<file path="src/rtl/raster_copper.sv">
module raster_copper #(
  parameter int XW = 10,
  parameter int YW = 10,
  parameter int AW = 5,
  parameter int DW = 16
) (
  input  logic          clk,
  input  logic          rst_n,
  input  logic [XW-1:0] beam_x,
  input  logic [YW-1:0] beam_y,
  input  logic          disp_en,
  input  logic [13:0]   cond_flags,
  input  logic [DW-1:0] dbg_val,
  output logic [7:0]    dbg_idx,
  output logic          draw_valid,
  output logic          draw_kind,
  output logic [DW-1:0] draw_data,
  output logic          pix_active
);
  localparam logic [2:0] OP_WY = 3'd0, OP_WX = 3'd1, OP_DV = 3'd2, OP_TX = 3'd3, OP_JP = 3'd4;
  localparam int CELL_W = 8;

  typedef enum logic [1:0] {S_RUN, S_TXT, S_CELL} st_t;

  function automatic logic [15:0] prog(input logic [AW-1:0] a);
    case (int'(a))
      0:  prog = 16'h0002;
      1:  prog = 16'h2003;
      2:  prog = 16'h4005;
      3:  prog = 16'h4106;
      4:  prog = 16'h4207;
      5:  prog = 16'h6000;
      6:  prog = 16'h0048;
      7:  prog = 16'h0049;
      8:  prog = 16'h0000;
      9:  prog = 16'h0005;
      10: prog = 16'h4F09;
      11: prog = 16'h800D;
      12: prog = 16'h4001;
      13: prog = 16'hE000;
      default: prog = 16'h0000;
    endcase
  endfunction

  st_t            st;
  logic [AW-1:0]  pc;
  logic [2:0]     cnt;
  logic [YW-1:0]  prev_y;
  logic [15:0]    word;
  logic [2:0]     opc;
  logic [12:0]    opnd;
  logic [3:0]     sel;
  logic           cond_ok;
  logic           restart;

  assign word    = prog(pc);
  assign opc     = word[15:13];
  assign opnd    = word[12:0];
  assign sel     = word[11:8];
  assign dbg_idx = word[7:0];
  assign restart = (beam_y == '0) && (prev_y != '0);

  always_comb begin
    case (sel)
      4'd0:    cond_ok = 1'b1;
      4'd1:    cond_ok = 1'b0;
      default: cond_ok = cond_flags[sel - 4'd2];
    endcase
  end

  always_ff @(posedge clk) begin
    if (!rst_n) begin
      st        <= S_RUN;
      pc        <= '0;
      cnt       <= '0;
      prev_y    <= '0;
      draw_kind <= 1'b0;
      draw_data <= '0;
    end else begin
      prev_y <= beam_y;
      if (restart) begin
        st  <= S_RUN;
        pc  <= '0;
        cnt <= '0;
      end else begin
        case (st)
          S_RUN: begin
            case (opc)
              OP_WY: if (13'(beam_y) == opnd) pc <= pc + 1'b1;
              OP_WX: if (13'(beam_x) == opnd) pc <= pc + 1'b1;
              OP_DV: begin
                pc <= pc + 1'b1;
                if (cond_ok) begin
                  draw_data <= dbg_val;
                  draw_kind <= 1'b0;
                  cnt       <= '0;
                  st        <= S_CELL;
                end
              end
              OP_TX: begin
                pc <= pc + 1'b1;
                st <= S_TXT;
              end
              OP_JP: pc <= opnd[AW-1:0];
              default: ;
            endcase
          end
          S_TXT: begin
            pc <= pc + 1'b1;
            if (word == '0) st <= S_RUN;
            else begin
              draw_data <= DW'(word);
              draw_kind <= 1'b1;
              cnt       <= '0;
              st        <= S_CELL;
            end
          end
          default: begin
            if (disp_en) begin
              cnt <= cnt + 1'b1;
              if (int'(cnt) == CELL_W - 1) st <= draw_kind ? S_TXT : S_RUN;
            end
          end
        endcase
      end
    end
  end

  assign draw_valid = (st == S_CELL);
  assign pix_active = draw_valid & disp_en;
endmodule

</file>
<file path="config.mk">
export PLATFORM = sky130hd
export DESIGN_NAME = raster_copper
export DESIGN_NICKNAME = d
export VERILOG_FILES = /design/src/rtl/raster_copper.sv
export SDC_FILE = /design/constraint.sdc
export NUM_CORES = 1
export LEC_CHECK = 0
export CAP_MARGIN = 40
export CORE_MARGIN = 4
export CORE_UTILIZATION = 53
export CTS_BUF_LIST = sky130_fd_sc_hd__clkbuf_2 sky130_fd_sc_hd__clkbuf_4 sky130_fd_sc_hd__clkbuf_8
export DETAILED_ROUTE_END_ITERATION = 10
export PLACE_DENSITY = 0.88
export SYNTH_ARGS = -nofsm -noshare
export SYNTH_HDL_FRONTEND = slang
export SYNTH_SLANG_ARGS = --single-unit
</file>
<file path="constraint.sdc">
create_clock -name clk -period 6.8 [get_ports clk]
set_clock_uncertainty 0.1 [all_clocks]
set_input_delay 1.36 -clock clk [delete_from_list [all_inputs] [get_ports clk]]
set_output_delay 1.36 -clock clk [all_outputs]
set_load 0.005 [all_outputs]
</file>
==> results.txt, run 1 <==
* Largest area contributor in the synthesized netlist: dfxtp_1
- Reg-to-reg setup timing slack: 2.66 ns
- The run finished with clean final reports.
* Average cell area after synthesis: roughly 8.5 um^2
- Vias in the first global route: 2682
- In this run, synthesis inferred 0 flip-flops with an integrated enable.
- First-pass GRT wire length: 12.6 mm
- For the finished layout, the period the worst path requires is ~4.6 ns.
* Number of gates resized after CTS: 0
* Routed vias: approximately 2.8k
- The later pin in the worst-skew pair is clocked with a latency of 0.31 ns.
* Final GP Congestion: 0.941
- Number of instances in the synthesized netlist: ~340
- The number of setup buffers added after CTS is 0.
- The detail route stage leaves a number of antenna-violating nets equal to 0.
- Number of inserted filler cells in the final layout: 396
- In this run, post-CTS hold repair placed 0 buffers.
* Detailed Route Iter0 Violations: roughly 260
- Among all cell types in the netlist, the one instantiated most often is dfxtp_1.
* Via density per instance: 5.85
- Final-report hold violation count: 0
* Count of distinct cell types in the synthesized netlist: 58
* Maximum resistive drop on vdd: between 0.0001 and 0.00015 V
- Top flip-flop cell by instance count after synthesis: dfxtp_1
* Total length of routed wires: around 8 mm
- Share of final-layout standard cells stronger than drive strength 1: 5.19%
- Post-CTS clock slew at the launch and capture registers of the worst setup and hold paths: 0.09 ns
- Routed length per placed instance: 16.8 um
- Layout overhead on the synthesized area: 31.6%
- Sequential cell area fraction in the yosys report: ~33%
- The placed instances occupy a cell area of 0.00367 mm^2.
- Across every metal layer, demand over resource in global routing totals about a quarter.
- The completed layout was analyzed and its total power is 701 uW.
* Count of port buffers added during placement: 76
- Count of pins over their slew limit: 0
- The region available for standard cell placement spans 0.00517 mm^2.
* Number of levels the H-tree was split into: 2
- The analysis attributes to cell leakage a power of 1.61 nW.
- Synthesis inferred 48 register bits.
* DRC violation count after routing: 0
* RSZ-0062 raised after global routing: false
* Max_cap viols: 0
* Top cells by area in the synthesized netlist: dfxtp_1 (33%), mux2i_1 (5.6%), ha_1 (5.2%)
- Clock tree synthesis inserted a total of 5 buffers.
* CTS tree: done
* Cell Pwr Density: 185 mW/mm^2
- Initial Utilization: 55.7%
* Maximum root-to-sink buffer count: 2
- The initial antenna violation count came to 0.
- The die covers 0.00667 mm^2.
- Global routing finished with a remaining overflow of 0.
- Number of diodes added for antenna fixing: 0
* Clk sinks: 48
- Setup violations remaining at the end of the flow were counted as 0.
* Post-route fraction of the period consumed by the critical path: about two thirds
* Die span in y: 81.7 um
* Standard-cell rows: 26
* Data required time at the worst endpoint: between 6 and 7 ns
- Buffer type at the clock tree root: clkbuf_8
* Die Wd: 81.7 um
- Sum of negative setup slack: 0 ns
* Critical path arrival: 4.68 ns
- Pin count of the biggest net entering global routing: 34
- Longest individual stage delay on the worst path: around 0.56 ns
* Final HPWL from detailed placement: 5.99 mm
- After routing the design area is between 0.003 and 0.004 mm^2.
* Cell area after technology mapping: about 0.0029 mm^2
- In the synthesized netlist the async set-or-reset flop fraction comes to 0%.
- Cell Chain, Critical Path: clkdlybuf4s50_1, nor4bb_1, a31oi_1, o21ai_0, a311oi_1, or2_0, mux2_2, ha_1, a221o_1, a32o_1
- The worst setup path is captured at a flop.
- Hold is met by 0.376 ns.
- Total area of sequential cells: 961 um^2
* Top post-synthesis cells by count: dfxtp_1 (48), nand2_1 (34), nor2_1 (27)
- Area of the multi-input gates: between 0.0015 and 0.002 mm^2
- Summed over its instances, the top area cell type makes up about a third of the synthesized netlist area.
* Standard cell with the maximum stage delay on the critical path: a311oi_1
- Worst min path class: reg2reg
* Largest fanout of any net on the critical path: 9
- Max frequency: 219 MHz
- In the final design database the tool counted 469 nets.
- The first detailed-routing pass took 6 iterations.
- Pin placement for this block handled 80 I/O pins.
* Startpoint-to-endpoint class of the critical path: in2reg
* Kind of start point of the critical path: primary input
* Warnings from Yosys: 0
* Max transition margin: ~45%
- Slew @ Worst Pin: between 0.8 and 0.9 ns
-- through the flow --
stage               utilization [%]  setup WS [ns]  cells
global placement               70.3           2.24    465
finish                         73.2           2.23    475
CTS                            73.2           2.31    475
detailed placement             70.9           2.00    467
floorplan                         -           2.96    341
global route                   73.2           2.02    475
-- layout make-up --
type | instances | share of cell area (%)
clock buffers | 6 | 2.18
clock inverters | 2 | 1.02
inverters | 19 | 1.88
multi-input cells | 251 | 46.2
flip-flops and latches | 48 | 25.4
well taps | 70 | 2.31
repair buffers | 79 | 21.1
-- cell usage in the layout, fill, tap and decap left out, drive strengths merged, types with 5 or more instances in the layout --
cell type / Yosys / layout
clkdlybuf4s50: 0 / 76
dfxtp: 48 / 48
nand2: 34 / 34
nor2: 28 / 28
inv: 19 / 19
and2: 16 / 16
mux2i: 16 / 16
o211a: 13 / 13
nor2b: 12 / 12
ha: 12 / 12
nand3: 9 / 9
a21oi: 9 / 9
nand2b: 7 / 7
o21ai: 7 / 7
xnor2: 6 / 6
nand3b: 6 / 6
clkbuf: 11 / 6
a31oi: 5 / 5
nor3: 5 / 5
o221ai: 5 / 5
-- where the power goes --
group / switching, mW / internal, mW
combinational: 0.0801 / 0.0855
sequential: 0.0197 / 0.297
clock: 0.0983 / 0.120
-- final timing paths --
| check | depth (start not counted) | to | startpoint |
|---|---|---|---|
| worst max-delay path | 10 | flop | beam_x[9] |
| worst min-delay path | 2 | draw_data[12]$_SDFFE_PN0P_ | draw_data[12]$_SDFFE_PN0P_ |
| worst max register to register | 9 | flop | pc[4]$_SDFFE_PP0N_ |
| worst min register to register | 2 | draw_data[12]$_SDFFE_PN0P_ | draw_data[12]$_SDFFE_PN0P_ |
-- critical path, delay by kind of cell --
kind                       cells  cell delay (ns)
adders and majority gates      1             0.26
AOI/OAI and AO/OA              5             1.48
and+or+nand+nor                2             0.67
muxes                          1             0.46
buffers and inverters          1             0.45
-- logic make-up (layout without fill, tap and decap cells) --
family,count (synthesis),after routing,share of synthesized area [%]
XOR/XNOR,8,8,2.43
adder cells (fa/ha/maj),12,12,5.21
AO/OA/AOI/OAI,72,72,19.9
flip-flops,48,48,33.4
multiplexers,19,19,7.52
other,1,3,0.130
AND/OR/NAND/NOR,137,137,25.2
buffers and inverters,42,106,6.30
-- routing by layer --
metal,vias to the layer above,GRT usage [%],part of all wire (%)
met4,0,8.64,2.0
met2,112,45.0,51
met3,22,3.62,6.8
li1,1338,-,-
met5,-,0,0
met1,1306,28.8,40
No activity file was read; power rests on OpenSTA's default activity.
==> run 2, diff against run 1 <==
--- a/config.mk
+++ b/config.mk
@@ -7,10 +7,10 @@
 export LEC_CHECK = 0
 export CAP_MARGIN = 40
 export CORE_MARGIN = 4
-export CORE_UTILIZATION = 53
+export CORE_UTILIZATION = 50
 export CTS_BUF_LIST = sky130_fd_sc_hd__clkbuf_2 sky130_fd_sc_hd__clkbuf_4 sky130_fd_sc_hd__clkbuf_8
 export DETAILED_ROUTE_END_ITERATION = 10
-export PLACE_DENSITY = 0.88
+export PLACE_DENSITY = 0.84
 export SYNTH_ARGS = -nofsm -noshare
 export SYNTH_HDL_FRONTEND = slang
 export SYNTH_SLANG_ARGS = --single-unit
==> constraint.sdc (replaced) <==
create_clock -name clk -period 4.3 [get_ports clk]
set_clock_uncertainty 0.1 [all_clocks]
set_input_delay 0.86 -clock clk [delete_from_list [all_inputs] [get_ports clk]]
set_output_delay 0.86 -clock clk [all_outputs]
set_load 0.005 [all_outputs]
==> results.txt, run 2 (synthesized netlist as in run 1, its figures left out) <==
* Result of the run: finished clean
* Share of final-layout standard cells stronger than drive strength 1: 5.65% (+0.47 points)
- Startpoint-to-endpoint class of the critical path: in2reg
- The net switching fraction of the power came to 28.5% (+0.18 points).
- The clock latency of the later-clocked register in the worst-skew pair came to 0.30 ns (about the same).
- Cell Chain, Critical Path: clkdlybuf4s50_1, nor4bb_1, a31oi_1, o21ai_0, a311oi_1, or2_0, buf_4, o221ai_1, ha_1, a221o_1, a32o_1
* Post-route fraction of the period consumed by the critical path: 84.4%
* Non-filler cells in the finished layout: 479 (+0.84%)
- The overall power after layout was 1.04 mW (+49%).
- The number of placed instances with taps included came to 471 (+0.86%).
- Remaining number of nets flagged by the antenna check after routing: 0 (unchanged)
- The internal portion of total power is 744 uW (+48%).
- TritonCTS built the clock tree.
* Routed length per placed instance: 15.6 um (-7.1%)
- The core footprint was 0.00554 mm^2 (+7.1%).
* Number of diodes added for antenna fixing: 0 (unchanged)
* Critical path arrival: 3.72 ns (-0.96 ns)
* RSZ-0062 raised after global routing: false
- Max frequency: 276 MHz
- The total leakage power came to 1.60 nW (-0.51%).
- The clock sink count came to 48 (unchanged).
- The number of cells upsized or downsized after cts came to 0 (unchanged).
- Initial Utilization: 52.0% (-3.7 points)
* Sum of negative setup slack: 0 ns (unchanged)
- The die span in x is 83.9 um (+2.7%).
- Count of port buffers added during placement: 76 (unchanged)
- Layout overhead on the synthesized area: 30.9%
- Longest individual stage delay on the worst path: 0.51 ns (-0.05 ns)
- Leaving out fill and tap cells, the most frequent cell in the layout is clkdlybuf4s50_1.
* Data required time at the worst endpoint: 4.39 ns (-2.51 ns)
* Via density per instance: 5.65 (-3.4%)
- The power density over the cells was 276 mW/mm^2 (+49%).
- The clock transition time at the flip-flop clock pins of the worst setup and hold paths was 0.08 ns (about the same).
- In the layout the commonest cells are clkdlybuf4s50_1 (76), dfxtp_1 (48), nand2_1 (34), nor2_1 (27), inv_1 (17).
- The detailed-route DRC error count is 0 (unchanged).
- The area of the die is 0.00704 mm^2 (+5.4%).
- Number of antenna violations at the first check in global routing: 0 (unchanged)
- The weighted congestion at the end of routability-driven global placement came to 0.962 (+2.2%).
- Slew @ Worst Pin: 0.583 ns (-0.244 ns)
- The clock network fraction of total power is 27.0% (-4.2 points).
- Post-CTS Hold Buffers: 0 (unchanged)
* Largest fanout of any net on the critical path: 8 (-1)
- The total number of vias is 2707 (-2.6%).
* Critical Path End Type: flop
* Kind of start point of the critical path: primary input
- The count of final hold-check violations was 0 (unchanged).
- Pin count of the biggest net entering global routing: 34 (unchanged)
* Total length of routed wires: 7.46 mm (-6.3%)
- Final HPWL from detailed placement: 5.85 mm (-2.2%)
- Maximum resistive drop on vdd: 0.000223 V (+84%)
* Area of the multi-input gates: 0.00175 mm^2 (unchanged)
- The flip-flop and latch area was 961 um^2 (unchanged).
* Die span in y: 83.9 um (+2.7%)
* Number of inserted filler cells in the final layout: 433 (+9.3%)
- Standard cell with the maximum stage delay on the critical path: a311oi_1
* Max_cap viols: 0 (unchanged)
- Buffer type at the clock tree root: clkbuf_8
- Reported net switching power: 296 uW (+49%)
- Remaining Overflow, GRT: 0 (unchanged)
- Standard-cell rows: 27 (+3.8%)
- Maximum root-to-sink buffer count: 2 (unchanged)
* Worst min path class: reg2reg
- Gate power share: 24.9% (+1.3 points)
- Detailed Route Iter0 Violations: 167 (-35%)
* First-pass iteration count of the detailed router: 4 (-2)
- The combined global-route utilization of all metal layers is 20.8% (-3.7 points).
- The number of pins exceeding their max-slew limit in the final report came to 0 (unchanged).
* Vias in the first global route: 2543 (-5.2%)
* IO Pins: 80 (unchanged)
- Net count of the finished layout: 471 (+0.43%)
- Time the final worst path needs with I/O delays and setup: 3.63 ns
- The wire length of the first global-routing pass came to 12.2 mm (-3.3%).
* Proportion of power drawn by flip-flops and latches: 48.0% (+2.8 points)
- The worst-case headroom to the max-slew limit is 61.0% (+16 points).
* TritonCTS Buffers: 5 (unchanged)
- The number of levels in the clock H-tree was 2 (unchanged).
* Setup repair bufs after CTS: 0 (unchanged)
- The final setup violation count is 0 (unchanged).
[run 2: cell count changes in the layout (fill, tap and decap cells not counted)]
cell	change
buf_4	+4
buf_8	-2
bufinv_16	-1
clkbuf_4	+1
clkinv_4	-1
clkinvlp_4	+1
[run 2: path summary, 6_finish.rpt]
kind / from / end / slack (ns) / cells after the start
setup / recovery: beam_x[9] / flop / 0.67 / 11
hold / removal: cnt[1]$_SDFFE_PP0P_ / cnt[1]$_SDFFE_PP0P_ / 0.37 / 2
setup reg to reg: pc[4]$_SDFFE_PP0N_ / flop / 0.84 / 10
hold reg to reg: cnt[1]$_SDFFE_PP0P_ / cnt[1]$_SDFFE_PP0P_ / 0.37 / 2
[run 2: area by class of cell]
cell class / count / area share [%]
multi-input combinational: 251 / 46.4
sequential: 48 / 25.5
timing repair buffer: 81 / 21.2
clock buffer: 7 / 2.39
tap: 72 / 2.39
inverter: 19 / 1.89
clock inverter: 1 / 0.199
[run 2: critical path, delay by kind of cell]
kind	cells	cell delay, ns
buffers and inverters	2	0.62
AND/OR/NAND/NOR	2	0.38
AO/OA/AOI/OAI	6	1.56
adder cells (fa/ha/maj)	1	0.29
[run 2: power groups by stage]
stage                     clock network (mW)  logic [mW]  registers, mW
after floorplan                            0       0.157          0.493
after global placement                     0       0.250          0.509
after detailed placement                   0       0.256          0.510
after CTS                              0.285       0.258          0.499
after global routing                   0.307       0.287          0.504
final                                  0.281       0.259          0.500
[run 2: metrics by stage]
step	utilization [%]	setup slack, ns	instance area (um^2)	hold WS, ns
after floorplan	-	0.958	2890	0.336
after global placement	66.2	0.509	3670	0.344
after detailed placement	66.2	0.394	3670	0.356
after CTS	68.0	0.693	3770	0.367
after global routing	68.0	0.454	3770	0.393
final	68.0	0.673	3770	0.370
[run 2: routing by layer]
metal / wire length, um / share of wire (%) / vias to the layer above / global-route usage, %
met2: 3700 / 50 / 95 / 35.6
met5: 0 / 0 / - / 0
li1: - / - / 1343 / -
met3: 435 / 5.8 / 17 / 4.34
met1: 3190 / 43 / 1252 / 25.9
met4: 144 / 1.9 / 0 / 6.87
